--- config.mk ---
export PLATFORM = sky130hd
export DESIGN_NAME = pwm6_timebase
export DESIGN_NICKNAME = d
export VERILOG_FILES = /design/src/rtl/pwm6_pkg.sv /design/src/rtl/pwm6_regfile.sv /design/src/rtl/pwm6_channel.sv /design/src/rtl/pwm6_timebase.sv
export SDC_FILE = /design/constraint.sdc
export NUM_CORES = 1
export LEC_CHECK = 0
export BUFFER_PORTS_ARGS = -buffer_cell sky130_fd_sc_hd__buf_4
export CAP_MARGIN = 20
export CORE_MARGIN = 2
export CORE_UTILIZATION = 47
export CTS_CLUSTER_SIZE = 30
export DETAILED_ROUTE_END_ITERATION = 16
export GPL_TIMING_DRIVEN = 0
export PLACE_DENSITY = 0.62
export REMOVE_ABC_BUFFERS = 1
export SYNTH_ARGS = -nofsm -noshare
export SYNTH_HDL_FRONTEND = slang
export SYNTH_SLANG_ARGS = --single-unit
--- constraint.sdc ---
create_clock -name clk -period 6.4 [get_ports clk]
set_input_delay 1.28 -clock clk [delete_from_list [all_inputs] [get_ports clk]]
set_output_delay 1.28 -clock clk [all_outputs]
set_load 0.02 [all_outputs]
--- src/rtl/pwm6_pkg.sv ---
package pwm6_pkg;

    localparam int BYTE_W    = 8;
    localparam int PERIOD_W  = 16;
    localparam int A_MODE    = 'h00;
    localparam int A_ENABLE  = 'h01;
    localparam int A_RESTART = 'h02;
    localparam int A_PERBASE = 'h10;

    typedef enum logic {
        CH_IDLE = 1'b0,
        CH_RUN  = 1'b1
    } ch_state_e;

endpackage

--- src/rtl/pwm6_regfile.sv ---
module pwm6_regfile
    import pwm6_pkg::*;
#(
    parameter int NCH    = 6,
    parameter int ADDR_W = 8,
    parameter int DW     = BYTE_W,
    parameter int PW     = PERIOD_W
) (
    input  logic                   clk,
    input  logic                   rst_n,
    input  logic                   wr_en_i,
    input  logic [ADDR_W-1:0]      addr_i,
    input  logic [DW-1:0]          wdata_i,
    output logic [DW-1:0]          rdata_o,
    input  logic [NCH-1:0]         hw_clr_i,
    output logic [NCH-1:0]         mode_o,
    output logic [NCH-1:0]         en_o,
    output logic [NCH-1:0]         clr_o,
    output logic [NCH-1:0][PW-1:0] period_o
);

    localparam int HI_W = PW - DW;

    logic                   hit_mode, hit_en, hit_clr;
    logic [NCH-1:0]         mode_q, en_q, clr_q, en_d;
    logic [NCH-1:0][PW-1:0] period_q;
    logic [NCH-1:0][DW-1:0] stage_q;

    assign hit_mode = wr_en_i && (addr_i == ADDR_W'(A_MODE));
    assign hit_en   = wr_en_i && (addr_i == ADDR_W'(A_ENABLE));
    assign hit_clr  = wr_en_i && (addr_i == ADDR_W'(A_RESTART));

    // hardware clear takes precedence over a software write in the same cycle
    assign en_d = (hit_en ? wdata_i[NCH-1:0] : en_q) & ~hw_clr_i;

    always_ff @(posedge clk or negedge rst_n) begin
        if (!rst_n) begin
            mode_q <= '0;
            en_q   <= '0;
            clr_q  <= '0;
        end else begin
            if (hit_mode) begin
                mode_q <= wdata_i[NCH-1:0];
            end
            en_q  <= en_d;
            clr_q <= hit_clr ? wdata_i[NCH-1:0] : '0;
        end
    end

    for (genvar n = 0; n < NCH; n++) begin : g_period
        logic lo_hit, hi_hit;
        assign lo_hit = wr_en_i && (addr_i == ADDR_W'(A_PERBASE + 2 * n));
        assign hi_hit = wr_en_i && (addr_i == ADDR_W'(A_PERBASE + 2 * n + 1));

        always_ff @(posedge clk or negedge rst_n) begin
            if (!rst_n) begin
                stage_q[n]  <= '0;
                period_q[n] <= '0;
            end else begin
                if (lo_hit) begin
                    stage_q[n] <= wdata_i;
                end
                if (hi_hit) begin
                    period_q[n] <= {wdata_i[HI_W-1:0], stage_q[n]};
                end
            end
        end
    end

    always_comb begin
        rdata_o = '0;
        if (addr_i == ADDR_W'(A_MODE)) begin
            rdata_o = {{(DW-NCH){1'b0}}, mode_q};
        end else if (addr_i == ADDR_W'(A_ENABLE)) begin
            rdata_o = {{(DW-NCH){1'b0}}, en_q};
        end else if (addr_i == ADDR_W'(A_RESTART)) begin
            rdata_o = {{(DW-NCH){1'b0}}, clr_q};
        end
        for (int n = 0; n < NCH; n++) begin
            if (addr_i == ADDR_W'(A_PERBASE + 2 * n)) begin
                rdata_o = period_q[n][DW-1:0];
            end
            if (addr_i == ADDR_W'(A_PERBASE + 2 * n + 1)) begin
                rdata_o = {{(DW-HI_W){1'b0}}, period_q[n][PW-1:DW]};
            end
        end
    end

    assign mode_o   = mode_q;
    assign en_o     = en_q;
    assign clr_o    = clr_q;
    assign period_o = period_q;

endmodule

--- src/rtl/pwm6_channel.sv ---
module pwm6_channel
    import pwm6_pkg::*;
#(
    parameter int PW = PERIOD_W
) (
    input  logic          clk,
    input  logic          rst_n,
    input  logic          en_i,
    input  logic          mode_i,
    input  logic          clr_i,
    input  logic          brake_i,
    input  logic [PW-1:0] period_i,
    output logic          match_o,
    output logic          running_o,
    output logic          done_o
);

    ch_state_e     state_q, state_d;
    logic [PW-1:0] cnt_q;
    logic          at_end;

    assign at_end = (cnt_q == period_i);

    always_comb begin
        state_d = state_q;
        unique case (state_q)
            CH_IDLE: begin
                if (en_i && !brake_i) begin
                    state_d = CH_RUN;
                end
            end
            CH_RUN: begin
                if (brake_i || !en_i) begin
                    state_d = CH_IDLE;
                end else if (!clr_i && at_end && !mode_i) begin
                    state_d = CH_IDLE;
                end
            end
            default: state_d = CH_IDLE;
        endcase
    end

    always_ff @(posedge clk or negedge rst_n) begin
        if (!rst_n) begin
            state_q <= CH_IDLE;
        end else begin
            state_q <= state_d;
        end
    end

    always_ff @(posedge clk or negedge rst_n) begin
        if (!rst_n) begin
            cnt_q <= '0;
        end else if (state_q != CH_RUN || state_d != CH_RUN || clr_i || at_end) begin
            cnt_q <= '0;
        end else begin
            cnt_q <= cnt_q + 1'b1;
        end
    end

    always_comb begin
        running_o = (state_q == CH_RUN);
        match_o   = running_o && en_i && !clr_i && at_end;
        done_o    = match_o && !mode_i;
    end

endmodule

--- src/rtl/pwm6_timebase.sv ---
module pwm6_timebase
    import pwm6_pkg::*;
#(
    parameter int NCH    = 6,
    parameter int ADDR_W = 8,
    parameter int DW     = BYTE_W,
    parameter int PW     = PERIOD_W
) (
    input  logic              clk,
    input  logic              rst_n,
    input  logic              wr_en_i,
    input  logic [ADDR_W-1:0] addr_i,
    input  logic [DW-1:0]     wdata_i,
    output logic [DW-1:0]     rdata_o,
    input  logic              brake_i,
    output logic [NCH-1:0]    match_o,
    output logic [NCH-1:0]    running_o
);

    logic [NCH-1:0]         mode_w, en_w, clr_w, done_w, hw_clr_w;
    logic [NCH-1:0][PW-1:0] period_w;

    assign hw_clr_w = done_w | {NCH{brake_i}};

    pwm6_regfile #(
        .NCH   (NCH),
        .ADDR_W(ADDR_W),
        .DW    (DW),
        .PW    (PW)
    ) regs_i (
        .clk     (clk),
        .rst_n   (rst_n),
        .wr_en_i (wr_en_i),
        .addr_i  (addr_i),
        .wdata_i (wdata_i),
        .rdata_o (rdata_o),
        .hw_clr_i(hw_clr_w),
        .mode_o  (mode_w),
        .en_o    (en_w),
        .clr_o   (clr_w),
        .period_o(period_w)
    );

    for (genvar n = 0; n < NCH; n++) begin : g_ch
        pwm6_channel #(
            .PW(PW)
        ) ch_i (
            .clk      (clk),
            .rst_n    (rst_n),
            .en_i     (en_w[n]),
            .mode_i   (mode_w[n]),
            .clr_i    (clr_w[n]),
            .brake_i  (brake_i),
            .period_i (period_w[n]),
            .match_o  (match_o[n]),
            .running_o(running_o[n]),
            .done_o   (done_w[n])
        );
    end

endmodule

* Word-level counts from Yosys, hierarchy flattened *
Cells that the tools add are included.

storage, ports and cells
  register bits after elaboration = 264
  output and inout port bits = 20
  logic and storage cells = 216

cells by class
  add/sub/neg operators = 6
  eq/ne operators = 20
  mux-type cells = 47
  bitwise operators = 15
  reduce and logical (&&, ||, !) cells = 101

operators with widths
  operator               number
  $mux 8                 14
  $add 16x1->16 const B  6
  $eq 16x16->1           6
  $eq 8x5->1 const B     12
  $mux 16                6
  $logic_and 1x1->1      57
  $logic_or 1x1->1       24
  $logic_not 1->1        19
  $mux 1                 18
  $mux 6                 3
  $not 1->1              12
  $pmux 1 s2             6
  $eq 8x1->1 const B     1
  $eq 8x2->1 const B     1
  $logic_not 8->1        1
  $and 6x6->6            1
  $not 6->6              1
  $or 6x6->6             1

* Logic depth before layout (Yosys ltp) *
  word-level depth = 16
  gate-level depth with buffers = 8
  depth with buffers taken out = 6

* Hierarchy *
A second synthesis with hierarchy kept.

second synthesis, totals
  cells, all modules = 1203
  area total of the unflattened synthesis = 13743.2 µm²

by module, submodules not included
  module         instances  cells an instance  area each (µm²)  sequential area each (µm²)
  pwm6_regfile   1          561                7422.1           4053.9
  pwm6_channel   6          106                1047.3           425.4
  pwm6_timebase  1          6                  37.5             0.0

* Least setup slack after synthesis *
Ideal clock, no wire load.

  kind = input to output
  from = input addr_i[5]
  to = output rdata_o[5]
  arrival time = 2933 ps
  required time = 5120 ps
  path slack = 2187 ps
  cell stages on the path = 6
  buffers on the path = 1
  cell sequence = or4b_1 -> buf_2 -> nor3_4 -> a32o_1 -> nor3_1 -> o21ai_0

between the ends
  cells in the longest elaborated chain, start to end = 16
  elaborated cells on any way between the ends = 30

ends and longest elaborated chain
  item                line                 text
  start: declaration  pwm6_timebase.sv:12  input logic [ADDR_W-1:0] addr_i,
  $eq 8x2->1          pwm6_regfile.sv:76   end else if (addr_i == ADDR_W'(A_RESTART)) begin
  $mux 6              pwm6_regfile.sv:76
  $mux 8              pwm6_regfile.sv:74   end else if (addr_i == ADDR_W'(A_ENABLE)) begin
  $mux 8              pwm6_regfile.sv:72   if (addr_i == ADDR_W'(A_MODE)) begin
  $mux 8              pwm6_regfile.sv:80   if (addr_i == ADDR_W'(A_PERBASE + 2 * n)) begin
  $mux 8              pwm6_regfile.sv:83   if (addr_i == ADDR_W'(A_PERBASE + 2 * n + 1)) begin
  $mux 8              pwm6_regfile.sv:80
  $mux 8              pwm6_regfile.sv:83
  $mux 8              pwm6_regfile.sv:80
  $mux 8              pwm6_regfile.sv:83
  $mux 8              pwm6_regfile.sv:80
  $mux 8              pwm6_regfile.sv:83
  $mux 8              pwm6_regfile.sv:80
  $mux 8              pwm6_regfile.sv:83
  $mux 8              pwm6_regfile.sv:80
  $mux 8 *            pwm6_regfile.sv:83
  end: declaration    pwm6_timebase.sv:14  output logic [DW-1:0] rdata_o,

Every way passes the cells marked *; elsewhere a longest branch is shown, timed or not.

* Worst setup path after layout *
  from = input addr_i[5]
  to = output rdata_o[0]

Same word-level chain as after synthesis.

==> impl_metrics.yaml <==
clock_tree:
  cts_hold_buf: 0
  postCtsSetupRepairBufs: 0
  cts_made_buffers: 30
  cts-resized-gates: 0
  h-tree-depth: 1
  clk_pin_slew_ps: 60
  cts.sinks: 264
  cts_tree: "built"
  clk_path_buf_depth: 3
  cts_root_buf: "clkbuf_16"
  clk-insertion-delay-late_ps: 570
finish:
  antennaDiodeCount: 0
  regArea_sq_mm: 0.00661
  final_common_cell: "dfrtp_1"
  utilization: 0.536
  drive_gt1_frac: 0.217
  multi_input_area_sq_mm: 0.00630
  area_growth_pct: 12.2
  nets: 1224
  final_cell_mix: "264 x dfrtp_1, 150 x nor2_1, 142 x mux2_2"
  fill_cells: 2477
min_path:
  hold_path.class: "flop to flop"
synth:
  yosys_warnings: 0
  syn_area_per_cell_sq_um: 11.2
  syn-cell-area_sq_mm: 0.0133
  netlist_top_cells_area: "dfrtp_1 50%, mux2_2 12%, xor2_1 9.0%, nor2_1 4.2%, xnor2_1 2.9%"
  synth_ff_type: "dfrtp_1"
  yosysUniqueCellTypes: 53
  async_reset_ff_frac: 1.00
  ys_ff_latch: 264
  yosysSeqAreaShare: 0.498
  yosysTopAreaCellShare: 0.498
  synth_edf_count: 0
  postSynthCellCount: 1182
  yosysTopAreaCell: "dfrtp_1"
floorplan:
  io_pins: 40
  core-area_sq_mm: 0.0278
  row_count: 61
  initial_utilization: 0.477
  dieArea_sq_mm: 0.0296
  fp.dieW_um: 172
  die-height_um: 172
sta:
  tightest_slew_ps: 979
  period_needed_ps: 5040
  slew_headroom: 0.347
  fin_ws_ps: 1360
  hold_violations: 0
  setup-tns-final_ps: 0
  timing.final.crit_share: 0.788
  rsz0062_at_grt: "false"
  final_max_slew_viol_count: 0
  skew_ps: 31.9
  setup_violations: 0
  max_freq_mhz: 198
pwr:
  comb_power_share: 0.053
  power.density_mw_per_mm2: 253
  switching_share: 0.228
  p_sw_uw: 859
  pwr-share-clk: 0.488
  irDropWorstVdd_mv: 0.219
  power_leakage_nw: 7.27
  power.internal_mw: 2.91
  p_seq_frac: 0.459
global_route:
  grt_max_degree: 103
  grt_util_all_layers: 0.231
  grt_pass1_vias: 8798
  grt_pass1_wl_mm: 52.4
  antenna_found_initial: 0
  gr-total-overflow: 0
setup_path:
  crit_path_end_kind: "primary output"
  setup.worst_path.class: "input port to primary output"
  cp-start-kind: "input port"
  crit_fanout: 11
  worstPathArrival_ps: 3760
  cp_data_required_time_ps: 5120
drt:
  drc: 0
  vias: 8906
  dr.pass1.iters: 6
  drt-total-wl_mm: 32.7
  drt-vias-per-instance: 5.57
  drtAntennaViolNets: 0
  wl_per_cell_um: 20.4
  drt_iter0_markers: 655
run_status:
  status: "finished, final reports clean"
placed_design:
  gp_congestion: 0.929
  post-place-ws_ps: 1430
  post-dp-hpwl_mm: 22.4
  portBuffers: 39
run:
  cap_violations: 0
-- synthesized netlist by cell type (all sizes together) (16+ instances only) --
| library cell | number |
|---|---|
| nand2 | 52 |
| clkbuf | 28 |
| nand4 | 24 |
| and3 | 16 |
| mux2 | 152 |
| buf | 30 |
| a21oi | 21 |
| nor2 | 153 |
| nor3 | 21 |
| mux2i | 18 |
| xnor2 | 44 |
| xor2 | 136 |
| nand3 | 36 |
| dfrtp | 264 |
| nor4 | 26 |
| and2 | 16 |
-- final timing paths --
path / start / endpoint / slack [ps] / cells past startpoint
max: addr_i[5] / rdata_o[0] / 1360 / 7
min: regs_i.stage_q[16]$_DFFE_PN0P_ / regs_i.period_o[32]$_DFFE_PN0P_ / 480 / 1
max reg2reg: g_ch[3].ch_i.cnt_q[3]$_DFF_PN0_ / g_ch[3].ch_i.cnt_q[3]$_DFF_PN0_ / 4260 / 5
min reg2reg: regs_i.stage_q[16]$_DFFE_PN0P_ / regs_i.period_o[32]$_DFFE_PN0P_ / 480 / 1
max in group asynchronous: rst_n / g_ch[3].ch_i.cnt_q[10]$_DFF_PN0_ / 4360 / 3
min in group asynchronous: rst_n / g_ch[2].ch_i.cnt_q[2]$_DFF_PN0_ / 730 / 1
-- kinds of logic after synthesis --
group | after synthesis | synth area share
compound gates | 93 | 0.0474
xor+xnor | 180 | 0.119
fa+ha+maj | 6 | 0.00566
buf+inv | 71 | 0.0269
flops | 264 | 0.498
mux | 175 | 0.154
simple gates | 393 | 0.149
-- cell type report --
cell class / instances / area share
multi-input combinational: 847 / 0.424
sequential: 264 / 0.444
clock inverter: 17 / 0.0155
tap: 378 / 0.0318
clock buffer: 38 / 0.0572
timing repair buffer: 42 / 0.0246
inverter: 13 / 0.00328
-- power groups by stage --
stage          combinational [mW]  sequential (mW)  clock [mW]
4_1_cts                     0.201             1.73        1.88
5_1_grt                     0.220             1.73        1.95
3_3_place_gp                0.193             1.76           0
2_1_floorplan              0.0954             1.75           0
6_report                    0.199             1.73        1.84
3_5_place_dp                0.200             1.76           0
-- critical path: stages --
cell and delay (ps):
buf_4 140, or4b_1 670, nor2_1 660, o211ai_1 260, a31oi_1 390, a221o_1 210, buf_4 150
-- stage by stage --
| step | hold slack [ps] | power [mW] | cells | instance area, sq um |
|---|---|---|---|---|
| after floorplan | 465 | 1.84 | 1124 | 13000 |
| final | 479 | 3.77 | 1599 | 14900 |
| after CTS | 472 | 3.81 | 1599 | 14900 |
| after detailed placement | 488 | 1.96 | 1544 | 13800 |
| after global routing | 509 | 3.90 | 1599 | 14900 |
| after global placement | 481 | 1.95 | 1541 | 13700 |
-- state kept, by name, indices dropped and copies added, names as in the netlist --
signal and flops:
g_ch.ch_i.cnt_q 96, regs_i.period_o 96, regs_i.stage_q 48, g_ch.ch_i.running_o 6, regs_i.clr_o 6, regs_i.en_o 6, regs_i.mode_o 6
-- layer usage --
metal  routed length, um  global-route usage  vias up
met3                1480              0.0362       57
met1               15600               0.346     4487
met4                 842              0.0588        0
met2               14700               0.351      195
li1                    -                   -     4167
met5                   0                   0        -
No activity file was read; power rests on OpenSTA's default activity.
